### src/rtl/wdg_pkg.sv
package wdg_pkg;
  localparam int REG_W   = 4;
  localparam int CNT_W   = 2;
  localparam int SVC_POS = 3;
  localparam int SLP_POS = 2;

  typedef logic [CNT_W-1:0] wcnt_t;
  typedef logic [REG_W-1:0] wreg_t;

  function automatic wcnt_t cnt_step(input wcnt_t c);
    return c + wcnt_t'(1);
  endfunction

  function automatic logic cnt_at_end(input wcnt_t c);
    return &c;
  endfunction

  function automatic wreg_t rd_word(input logic slp, input wcnt_t c);
    wreg_t w;
    w = '0;
    w[SLP_POS] = slp;
    w[CNT_W-1:0] = c;
    return w;
  endfunction
endpackage

### src/rtl/wdg_regs.sv
module wdg_regs
  import wdg_pkg::*;
(
  input  logic  clk,
  input  logic  rst_n,
  input  logic  wr_en,
  input  wreg_t wr_data,
  input  wcnt_t cnt,
  output logic  svc_evt,
  output wreg_t rd_data
);
  logic slp_q;
  // Read-only positions of the write word carry no function.
  logic unused_ro_bits;
  assign unused_ro_bits = ^wr_data[CNT_W-1:0];

  assign svc_evt = wr_en & wr_data[SVC_POS];

  always_ff @(posedge clk or negedge rst_n) begin
    if (!rst_n) slp_q <= 1'b0;
    else if (wr_en) slp_q <= wr_data[SLP_POS];
  end

  assign rd_data = rd_word(slp_q, cnt);
endmodule

### src/rtl/wdg_counter.sv
module wdg_counter
  import wdg_pkg::*;
(
  input  logic  clk,
  input  logic  rst_n,
  input  logic  adv,
  input  logic  svc,
  output wcnt_t cnt_q,
  output logic  expire
);
  assign expire = adv & ~svc & cnt_at_end(cnt_q);

  always_ff @(posedge clk or negedge rst_n) begin
    if (!rst_n)   cnt_q <= '0;
    else if (svc) cnt_q <= '0;
    else if (adv) cnt_q <= cnt_step(cnt_q);
  end
endmodule

### src/rtl/wdg_reqgen.sv
module wdg_reqgen #(
  parameter bit HOLD_REQ = 1'b0
) (
  input  logic clk,
  input  logic rst_n,
  input  logic fire,
  output logic req
);
  generate
    if (HOLD_REQ) begin : g_hold
      always_ff @(posedge clk or negedge rst_n) begin
        if (!rst_n) req <= 1'b0;
        else        req <= req | fire;
      end
    end else begin : g_pulse
      always_ff @(posedge clk or negedge rst_n) begin
        if (!rst_n) req <= 1'b0;
        else        req <= fire;
      end
    end
  endgenerate
endmodule

### src/rtl/wdg_top.sv
module wdg_top
  import wdg_pkg::*;
#(
  parameter bit HOLD_REQ = 1'b0,
  parameter bit STBY_RUN = 1'b1
) (
  input  logic             clk,
  input  logic             rst_n,
  input  logic             tick_1hz,
  input  logic             wr_en,
  input  logic [REG_W-1:0] wr_data,
  output logic [REG_W-1:0] rd_data,
  input  logic             standby,
  input  logic             wd_off,
  output logic             rst_req
);
  wcnt_t cnt_q;
  logic  svc_evt;
  logic  adv_evt;
  logic  expire_evt;
  logic  fire_evt;

  assign adv_evt  = tick_1hz & (STBY_RUN | ~standby);
  assign fire_evt = expire_evt & ~wd_off;

  wdg_regs u_regs (
    .clk(clk), .rst_n(rst_n), .wr_en(wr_en), .wr_data(wr_data),
    .cnt(cnt_q), .svc_evt(svc_evt), .rd_data(rd_data)
  );

  wdg_counter u_cnt (
    .clk(clk), .rst_n(rst_n), .adv(adv_evt), .svc(svc_evt),
    .cnt_q(cnt_q), .expire(expire_evt)
  );

  wdg_reqgen #(.HOLD_REQ(HOLD_REQ)) u_req (
    .clk(clk), .rst_n(rst_n), .fire(fire_evt), .req(rst_req)
  );
endmodule

### config.mk
export PLATFORM = sky130hd
export DESIGN_NAME = wdg_top
export DESIGN_NICKNAME = d
export VERILOG_FILES = /design/src/rtl/wdg_pkg.sv /design/src/rtl/wdg_regs.sv /design/src/rtl/wdg_counter.sv /design/src/rtl/wdg_reqgen.sv /design/src/rtl/wdg_top.sv
export SDC_FILE = /design/constraint.sdc
export NUM_CORES = 1
export LEC_CHECK = 0
export ABC_AREA = 1
export BUFFER_PORTS_ARGS = -buffer_cell sky130_fd_sc_hd__buf_4
export CELL_PAD_IN_SITES_DETAIL_PLACEMENT = 1
export CELL_PAD_IN_SITES_GLOBAL_PLACEMENT = 1
export CORE_AREA = 2 2 39 41
export CTS_CLUSTER_DIAMETER = 60
export DETAILED_ROUTE_END_ITERATION = 8
export DIE_AREA = 0 0 41 43
export GPL_TIMING_DRIVEN = 0
export PLACE_DENSITY = 0.48
export SLEW_MARGIN = 30
export SYNTH_ARGS = -nofsm -noshare
export SYNTH_HDL_FRONTEND = slang
export SYNTH_SLANG_ARGS = --single-unit
### constraint.sdc
create_clock -name clk -period 1.2 [get_ports clk]
set_input_delay 0.3 -clock clk [delete_from_list [all_inputs] [get_ports clk]]
set_output_delay 0.3 -clock clk [all_outputs]
set_load 0.01 [all_outputs]
# Yosys cells after proc, flatten, opt, wreduce, memory -nomap -nowiden
# Index checks and enable logic that the tools add are counted.
[word_totals]
regBits = 4
in_bits = 10
output_inout_bits = 5
word_cells = 14
[op_classes]
add_sub_neg = 1
n_mux = 2
bitwise = 6
reduce_logical = 2
[op_table]
columns = ["cell", "n"]
rows = [
  ["AND 1 bit", 4],
  ["two-way mux 2 bit", 2],
  ["adder 2 x 1 -> 2 bit, second input constant", 1],
  ["NOT 1 bit", 2],
  ["AND reduction 2 bit", 1],
  ["nonzero test 2 bit", 1],
]

# Logic depth before layout (Yosys ltp)
# Gate-level depths: netlist (run 1).
[logic_depth]
depth_word = 5
ltp_mapped = 3
depth_no_buf = 3

# Modules after synthesis
# A second synthesis (run 1) with hierarchy kept.
[hier_totals]
cells_unflattened = 28
hier_area_um2 = 224.0
[modules_own_cells]
columns = ["module", "n_inst", "cells_per_inst", "area_each_um2", "seq_area_each_um2"]
rows = [
  ["wdg_counter", 1, 13, 107.6, 50.0],
  ["wdg_regs", 1, 12, 81.3, 25.0],
  ["wdg_reqgen", 1, 1, 25.0, 25.0],
  ["wdg_top", 1, 2, 10.0, 0.0],
]

# Least setup slack after synthesis (run 1)
# Ideal clock, no wire load.
[synth_path]
path_kind = "register to register"
startpoint = "reg u_cnt.cnt_q[0]"
endpoint = "reg u_cnt.cnt_q[1]"
setup_ps = 118
arrival_ps = 829
t_required_ps = 1082
slack_ps = 254
path_stages_with_launch = 4
n_path_buf = 0
period_less_slack_ps = 946
cell_sequence = "dfrtp_1 ha_1 nand3_1 nand2_1"
[synth_via]
elab_chain_len = 3
[synth_lines]
columns = ["item", "line", "rtl"]
rows = [
  ["from (decl)", "wdg_counter.sv:8", "output wcnt_t cnt_q,"],
  ["from (signal assigned)", "wdg_counter.sv:16", "else if (adv) cnt_q <= cnt_step(cnt_q);"],
  ["adder 2 x 1 -> 2 bit", "wdg_pkg.sv:11", "return c + wcnt_t'(1);"],
  ["two-way mux 2 bit", "wdg_counter.sv:16", ""],
  ["two-way mux 2 bit", "wdg_counter.sv:15", "else if (svc) cnt_q <= '0;"],
]
# Every way passes these cells. The select of a mux whose other input is x is not followed.
# A chain may end at the register's enable or synchronous reset.

# Final worst setup path (run 1)
[layout_path]
startpoint = "reg u_regs.slp_q"
endpoint = "out rd_data[2]"
[layout_rtl]
columns = ["item", "line", "rtl"]
rows = [
  ["from (decl)", "wdg_regs.sv:12", "logic slp_q;"],
  ["from (signal assigned)", "wdg_regs.sv:21", "else if (wr_en) slp_q <= wr_data[SLP_POS];"],
  ["to (decl)", "wdg_top.sv:12", "output logic [REG_W-1:0] rd_data,"],
]
# No word-level cell between the ends.

==> run metrics, run 1 <==
run status=complete, no violations; Seq/Total Area, Yosys=0.500; crit path launch type=flop; crit end category=primary output; post-layout net count=51; YS warnings=0; slowest cell on the critical path=dfrtp_1; leakage=0.188 nW; critical path peak fanout=2; Power Density=between 1000 and 1500 nW/um^2; Starting Density=0.145; worst skew pair latency=roughly 230 ps; worst clock skew=roughly 2.7 ps; most common cell after layout, fill and taps aside=buf_4; vias in the first global route=177; Distinct cells, synth=10; MaxCap Viol Count=0; 1st-iter DRT viols=3; Ports=15; Critical R2R Launch=u_cnt.cnt_q[0]; endpoints failing hold=0; Design Power=between 0.0004 and 0.0005 W; Sink Count=4; grt total ovfl=0; number of synthesized register bits=4; Cells after Synth=24; Slew Viols, Final=0; Synth Net Count=35; first-pass GRT wire length=655 um; Die H=43 um; FF-to-FF End=u_cnt.cnt_q[1]; number of port buffers=10; TritonCTS clock tree=done; Peak supply drop=approximately 0.40 mV; CP delay by family, top=flip-flops; WL per Instance=7.83 um; most frequent cells in the layout=buf_4 (12), nand2_1 (5), inv_1 (4), nand3_1 (4), dfrtp_1 (4); clock buffer depth=2; Critical Path AT=between 800 and 900 ps; GRT Util Overall=0.0635; CP dominant cell by count=buf_4; CP Class=reg2out; RePlAce Congestion=0.627; fraction of final layout cells sized beyond drive strength 1=0.421; Setup TNS=0 ps; clock slew at reported path FFs=40 ps; drt first pass iters=2; DRC errors left=0; RSZ-0062 raised after global routing=no; Final period util=0.958; Area growth syn-to-layout=63.7%; DIE AREA=1760 sq um; Hold Path Sink=u_regs.slp_q; Fmax=approximately 870 MHz; total core area=1380 sq um; Post-CTS Resized=0; critical path cell sequence=buf_4 > buf_4; DRT antenna net count=0; Synth Cell Area=200 sq um; WL final=423 um; Worst Hold Class=in2reg; syn_area_per_cell=8.34 sq um; Std-Cell Rows=14; slowest stage delay, CP=360 ps; number of H-tree levels=1; Num CTS Buffers=3; CP bufs+invs=2; final setup fails=0; Die W=41 um; worst hold stages=3; minimum clock period=1150 ps; n_diodes=0; antenna violations before repair=0; Worst Path Required=~900 ps; Vias/cell=3.54; DP HPWL=~360 um; FF-to-FF setup slack=240 ps; Register-to-Register Path Depth=3; Hold Path Origin=wr_data[2]; Vias=191; CTS root buffer=clkbuf_4; pin count of the biggest net entering global routing=6
-- worst reg2reg max path, cell delays in order (launching register included) --
cell	delay, ps
dfrtp_1	400
ha_1	310
nand3_1	90
nand2_1	50
-- flip-flops by register name, summed over array words and instances (netlist names) --
name,flops
u_req.req,1
u_cnt.cnt_q,2
u_regs.slp_q,1
-- where the power goes --
| group | internal (W) | leakage [nW] | total (W) | switching, W |
|---|---|---|---|---|
| Sequential | 0.000152 | 0.0515 | 0.000167 | 0.0000148 |
| Clock | 0.000111 | 0.0138 | 0.000161 | 0.0000497 |
| Combinational | 0.0000552 | 0.122 | 0.0000967 | 0.0000415 |
-- how the worst max path moves through the flow --
stage,startpoint,endpoint,slack [ps],cells past startpoint
finish,u_regs.slp_q,rd_data[2],50,2
global route,u_regs.slp_q,rd_data[2],10,2
CTS,u_regs.slp_q,rd_data[2],40,2
detailed placement,u_cnt.cnt_q[0],u_cnt.cnt_q[1],240,3
global placement,u_cnt.cnt_q[0],u_cnt.cnt_q[1],270,3
floorplan,u_cnt.cnt_q[0],u_cnt.cnt_q[1],250,3
-- kinds of logic (layout without fill, tap and decap cells) --
logic type,Yosys count,in the layout,synth area share
and+or+nand+nor,11,11,0.244
buffers and inverters,6,20,0.150
adders and majority gates,1,1,0.0625
other,1,1,0.0187
AOI/OAI and AO/OA,1,1,0.0250
DFF,4,4,0.500
-- synth_stat cells, drive strengths merged --
library cell | number | area (sq um)
ha | 1 | 12.5
conb | 1 | 3.75
buf | 2 | 15.0
o21ai | 1 | 5.00
dfrtp | 4 | 100
nand3 | 4 | 20.0
nand2 | 6 | 25.0
inv | 4 | 15.0
nor2 | 1 | 3.75
-- layout make-up --
class	count	area (sq um)
inverters	4	15.0
multi-input cells	14	70.1
repair buffers	11	85.1
flip-flops and latches	4	100
well taps	16	20.0
fillers	177	1060
plain buffers	2	15.0
clock buffers	3	22.5
-- through the flow --
step                hold slack (ps)  worst slack (ps)  instances   util  cell area, sq um
floorplan                      4.41               254         24      -               200
global placement               97.7               267         50  0.213               295
detailed placement             98.6               242         50  0.213               295
CTS                             284              39.0         54  0.237               328
global route                    283              13.8         54  0.237               328
finish                          287              50.0         54  0.237               328
-- timing repair --
| item | 4_1_cts | 5_1_grt |
|---|---|---|
| buffers inserted | 0 | 0 |
| hold endpoints to repair | 4 | 0 |
| hold buffers | 1 | 0 |
-- per-layer routing --
| metal | share of wire | GRT usage |
|---|---|---|
| met2 | 0.47 | 0.0844 |
| met1 | 0.38 | 0.0586 |
| met5 | 0 | 0 |
| met3 | 0.15 | 0.0785 |
| met4 | 0 | 0.0200 |
No activity file was read; power rests on OpenSTA's default activity.
==> inputs of run 2 (changes only) <==
--- a/config.mk
+++ b/config.mk
@@ -5,16 +5,15 @@
 export SDC_FILE = /design/constraint.sdc
 export NUM_CORES = 1
 export LEC_CHECK = 0
-export ABC_AREA = 1
-export BUFFER_PORTS_ARGS = -buffer_cell sky130_fd_sc_hd__buf_4
 export CELL_PAD_IN_SITES_DETAIL_PLACEMENT = 1
 export CELL_PAD_IN_SITES_GLOBAL_PLACEMENT = 1
 export CORE_AREA = 2 2 39 41
 export CTS_CLUSTER_DIAMETER = 60
 export DETAILED_ROUTE_END_ITERATION = 8
 export DIE_AREA = 0 0 41 43
+export DONT_BUFFER_PORTS = 1
 export GPL_TIMING_DRIVEN = 0
-export PLACE_DENSITY = 0.48
+export PLACE_DENSITY = 0.31
 export SLEW_MARGIN = 30
 export SYNTH_ARGS = -nofsm -noshare
 export SYNTH_HDL_FRONTEND = slang
==> run 2 against run 1 <==
Against the previous run:
- non-clock buffer count fell by 10
- register-to-register slack got worse by 90 ps
- largest cell class unchanged
- maximum frequency rose by 9.3%
- synthesized cell count fell by 38%
- via count fell by 36%
- combinational power fell by 21%
- first-iteration DRC count fell by 100%
- highest routed layer unchanged
- utilization fell by 6.3 points
- global-route usage fell by 0.30 points
==> run metrics, run 2 <==
n_diodes=0; RSZ-0062 raised after global routing=no; post-layout net count=32; clock buffer depth=2; YS warnings=0; Area growth syn-to-layout=28.0%; largest family of logic cells by synthesized area=compound AO/OA/AOI/OAI gates; GR Layer Usage met1=0.0391; Yosys top cell by area=dfrtp_1; Post-synth EDFFs=0; Worst Path Required=1310 ps; number of port buffers=0; DRT antenna net count=0; Final period util=0.877; crit path launch type=flop; first-pass GRT wire length=~600 um; vias in the first global route=172; Starting Density=0.136; endpoints failing hold=0; run status=complete, no violations; Post-synth top cells=dfrtp_1 (4), a21oi_1 (2), buf_4 (2); leakage=0.108 nW; clock slew at reported path FFs=40 ps; fraction of final layout cells sized beyond drive strength 1=0.368; WL per Instance=10.8 um; antenna violations before repair=0; Cells after Synth=15; Vias/cell=3.49; Synth Net Count=26; Post-synth ARST share=1.00; worst skew pair latency=230 ps; crit end category=flop; max reg flops=2; Fmax=between 900 and 1000 MHz; WL final=378 um; GR Layer Usage met3=0.0733; pre-CTS setup slack=132 ps; top cell type's share of synthesized area=0.533; met2 usage=0.0781; gr busiest metal=met2; TritonCTS clock tree=done; most frequent cells in the layout=dfrtp_1 (4), clkbuf_4 (3), a21oi_1 (2), buf_4 (2); Top reg by flops=u_cnt.cnt_q; Slew Viols, Final=0; pin count of the biggest net entering global routing=5; Layout Utilization=0.174; Top FF cell, synth=dfrtp_1; Seq/Total Area, Yosys=0.533; number of synthesized register bits=4; GRT Util Overall=0.0605; Peak supply drop=0.260 mV; hold slack=125 ps; Num CTS Buffers=3; total core area=1380 sq um; RePlAce Congestion=0.568; most common cell after layout, fill and taps aside=dfrtp_1; Post-CTS Resized=0; Distinct cells, synth=10; CTS root buffer=clkbuf_4; Vias=122; final setup fails=0; most frequent cell after synthesis=dfrtp_1; Synth Cell Area=188 sq um; grt total ovfl=0; Setup TNS=0 ps; Ports=15; Die W=41 um; DIE AREA=1760 sq um; complex-gate fraction of the synthesized area=0.120; PnR worst setup slack=148 ps; Power Density=1840 nW/um^2; xor/xnor share of the synthesized area=0.0467; syn_area_per_cell=12.5 sq um; CP Class=reg2reg; drt first pass iters=1; simple logic cell fraction of the synthesized area=0.0200; worst clock skew=2.23 ps; area of placed instances=208 sq um; minimum clock period=1050 ps; number of H-tree levels=1; Sink Count=4; Adder-Cell Fraction of Synth Area=0.0667; 1st-iter DRT viols=0; multiplexer area fraction after synthesis=0.113; Critical Path AT=1160 ps; DRC errors left=0; Die H=43 um; Finished Cell Area=240 sq um; top flop regs=u_cnt.cnt_q (2), u_regs.slp_q (1), u_req.req (1); MaxCap Viol Count=0; Worst Hold Class=in2reg; critical path peak fanout=3; top post-synthesis cells by area=dfrtp_1 (53%), buf_4 (8.0%), a211oi_2 (6.7%); Std-Cell Rows=14
-- run 2: cell types whose count changed after synthesis --
cell / delta
inv_1: -4
nand3_1: -4
o21ai_0: -1
nand2_2: -1
a21oi_1: +2
nand2_1: -4
xnor2_1: +1
mux2i_1: +1
nor2_1: -1
mux2_2: +1
a211oi_2: +1
-- run 2: repair_timing --
item / 4_1_cts / 5_1_grt
endpoints found under the hold margin: 4 / 0
hold buffers: 1 / 0
endpoints found under the setup margin: 0 / 0
setup buffers: 0 / 0
-- run 2: cells by family after synthesis --
logic type,Yosys count
AO/OA/AOI/OAI,3
buffers and inverters,2
XOR/XNOR,1
adder cells (fa/ha/maj),1
other,1
multiplexers,2
AND/OR/NAND/NOR,1
flip-flops,4
-- run 2: critical path, cell delays in order (launching register included) --
cell	delay, ps
dfrtp_1	430
ha_1	310
mux2i_1	140
a21oi_1	60
-- run 2: worst paths after layout --
path,start,end,slack [ps],cells after the start
max,u_cnt.cnt_q[0],u_cnt.cnt_q[1],150,3
min,wd_off,u_req.req,130,1
max reg2reg,u_cnt.cnt_q[0],u_cnt.cnt_q[1],150,3
min reg2reg,u_regs.slp_q,u_regs.slp_q,510,1
max in group asynchronous,rst_n,u_regs.slp_q,690,1
min in group asynchronous,rst_n,u_cnt.cnt_q[1],340,1
-- run 2: metrics by stage --
step | total power [W] | std cells
after floorplan | 0.000264 | 15
after global placement | 0.000280 | 31
after detailed placement | 0.000286 | 31
after CTS | 0.000459 | 35
after global routing | 0.000488 | 35
final | 0.000443 | 35
-- run 2: where the power goes --
group | internal (W) | switching, W
Clock | 0.000111 | 0.0000473
Combinational | 0.0000427 | 0.0000339
Sequential | 0.000166 | 0.0000413
-- run 2: cell type report --
| cell class | count | area [sq um] |
|---|---|---|
| flip-flops and latches | 4 | 100 |
| multi-input cells | 9 | 72.6 |
| well taps | 16 | 20.0 |
| clock buffers | 3 | 22.5 |
| fillers | 164 | 1140 |
| plain buffers | 2 | 15.0 |
| repair buffers | 1 | 10.0 |
-- run 2: routing by layer --
| metal | wire (um) | vias up |
|---|---|---|
| met5 | 0 | - |
| met4 | 0 | 0 |
| met3 | 95 | 0 |
| met2 | 177 | 10 |
| met1 | 106 | 56 |
| li1 | - | 56 |
==> inputs of run 3 (changes only) <==
--- a/config.mk
+++ b/config.mk
@@ -13,8 +13,9 @@
 export DIE_AREA = 0 0 41 43
 export DONT_BUFFER_PORTS = 1
 export GPL_TIMING_DRIVEN = 0
-export PLACE_DENSITY = 0.31
+export PLACE_DENSITY = 0.34
 export SLEW_MARGIN = 30
 export SYNTH_ARGS = -nofsm -noshare
 export SYNTH_HDL_FRONTEND = slang
+export SYNTH_HIERARCHICAL = 1
 export SYNTH_SLANG_ARGS = --single-unit
==> run 3 against run 2 <==
Against the previous run:
- final cell count is 11% higher
- via count up 9.8%
- worst setup slack lost 29 ps
- cell area grew 12%
- utilization up 2.1 points
- die area is the same
- register-to-register slack better by 40 ps
- sequential power down 6%
- power grew 12%
- synthesized area rose by 15%
- wire length rose by 4.2%
- critical endpoint is now rd_data[0]
- highest routed layer is now met4
==> run metrics, run 3 <==
slowest stage delay, CP=400 ps; grt total ovfl=0; critical path cell sequence=buf_4; Setup TNS=0 ps; Post-synth EDFFs=0; CP delay by family, top=flip-flops; first-pass GRT wire length=between 600 and 700 um; run status=complete, no violations; vias in the first global route=between 150 and 200; fraction of final layout cells sized beyond drive strength 1=0.435; Sink Count=4; n_diodes=0; antenna violations before repair=0; worst skew pair latency=230 ps; Setup Fix Bufs, Post-CTS=0; max reg flops=2; Critical Path AT=780 ps; CTS root buffer=clkbuf_4; 1st-iter DRT viols=3; Top FF cell, synth=dfrtp_1; GRT Util Overall=0.0624; clock buffer depth=2; most frequent cells in the layout=dfrtp_1 (4), buf_4 (4), clkbuf_4 (3), nor2_1 (3); worst clock skew=1.53 ps; total core area=1380 sq um; Fillers=156; number of synthesized register bits=4; slowest cell on the critical path=dfrtp_1; Std-Cell Rows=14; Vias/cell=between 3 and 4; Starting Density=0.156; GR Layer Usage met3=0.0471; FF-to-FF setup slack=~190 ps; leakage=between 0.1 and 0.15 nW; top flop regs=u_cnt/cnt_q (2), u_regs/slp_q (1), u_req/req (1); Synth Net Count=30; met2 usage=0.0688; Synth Cell Area=216 sq um; Worst Path Required=900 ps; pin count of the biggest net entering global routing=5; GR Layer Usage met1=0.0615; Top reg by flops=u_cnt/cnt_q; endpoints failing hold=0; final setup fails=0; Design Power=roughly 0.00049 W; WL per Instance=10.1 um; Area growth syn-to-layout=24.3%; minimum clock period=1080 ps; DRC errors left=0; TritonCTS clock tree=done; Ports=15; crit path launch type=flop; Peak supply drop=0.415 mV; WL final=394 um; DIE AREA=1760 sq um; top cell type's share of synthesized area=0.462; Fmax=925 MHz; Num CTS Buffers=3; RSZ-0062 raised after global routing=no; number of port buffers=0; RePlAce Congestion=0.603; number of H-tree levels=1; MaxCap Viol Count=0; crit end category=primary output; Seq/Total Area, Yosys=0.462; Final period util=0.901; gr busiest metal=met4; Worst Hold Class=in2reg; Cells after Synth=19; Slew Viols, Final=0; post-layout net count=36; Die H=43 um; Yosys top cell by area=dfrtp_1; DRT antenna net count=0; Distinct cells, synth=11; clock slew at reported path FFs=40 ps; CP bufs+invs=1; Post-synth ARST share=1.00; drt first pass iters=2; Die W=between 40 and 50 um; DP HPWL=341 um; critical path peak fanout=3; Post-CTS Resized=0; Vias=about 130; syn_area_per_cell=between 10 and 15 sq um; Power Density=1830 nW/um^2; YS warnings=6; CP Class=reg2out; Post-synth top cells=buf_4 (4), dfrtp_1 (4), nor2_1 (3); top post-synthesis cells by area=dfrtp_1 (46%), buf_4 (14%), mux2_4 (6.9%)
==> run 3: cell types whose count changed after synthesis, sizes merged <==
cell / delta
nor2: +3
a21oi: -2
buf: +2
a211oi: -1
and2: +1
nor2b: +1
==> run 3: final timing paths <==
check,cells after the start,to,start
min,1,u_req/req,wd_off
min reg2reg,1,u_regs/slp_q,u_regs/slp_q
max,1,rd_data[0],u_cnt/cnt_q[0]
max reg2reg,3,u_cnt/cnt_q[1],u_cnt/cnt_q[0]
min in group asynchronous,1,u_regs/slp_q,rst_n
max in group asynchronous,1,u_cnt/cnt_q[0],rst_n
==> run 3: area by class of cell <==
type | count | area [sq um] | area share
Multi-Input combinational cell | 11 | 86.3 | 0.321
Sequential cell | 4 | 100 | 0.372
Timing Repair Buffer | 1 | 10.0 | 0.0372
Clock buffer | 3 | 22.5 | 0.0837
Tap cell | 16 | 20.0 | 0.0744
Buffer | 4 | 30.0 | 0.112
==> run 3: layer usage <==
layer | vias to the layer above | routed length [um]
met5 | - | 0
met2 | 7 | 202
li1 | 62 | -
met4 | 0 | 12
met1 | 63 | 142
met3 | 2 | 36
==> run 3: kinds of logic (layout without fill, tap and decap cells) <==
| group | after synthesis | after routing | share of synthesized area |
|---|---|---|---|
| flip-flops | 4 | 4 | 0.462 |
| adder cells (fa/ha/maj) | 1 | 1 | 0.0578 |
| AND/OR/NAND/NOR | 6 | 6 | 0.168 |
| multiplexers | 2 | 2 | 0.116 |
| other | 1 | 1 | 0.0173 |
| buffers and inverters | 4 | 8 | 0.139 |
| XOR/XNOR | 1 | 1 | 0.0405 |
==> run 3: stage by stage <==
step / setup slack, ps / hold WS (ps) / instances / instance area, sq um / util
6_report: 119 / 117 / 39 / 269 / 0.194
5_1_grt: 77.4 / 103 / 39 / 269 / 0.194
4_1_cts: 101 / 109 / 39 / 269 / 0.194
3_5_place_dp: 180 / 4.50 / 35 / 236 / 0.171
3_3_place_gp: 195 / 4.52 / 35 / 236 / 0.171
2_1_floorplan: 253 / 4.41 / 19 / 216 / -
==> run 3: report_power, final <==
group | internal, W | switching (W)
combinational | 0.0000766 | 0.0000576
clock | 0.000112 | 0.0000539
sequential | 0.000166 | 0.0000275
==> run 3: repair_timing <==
| action | in CTS | in global routing |
|---|---|---|
| setup endpoints to repair | 0 | 0 |
| hold endpoints to repair | 4 | 0 |
| hold buffers | 1 | 0 |
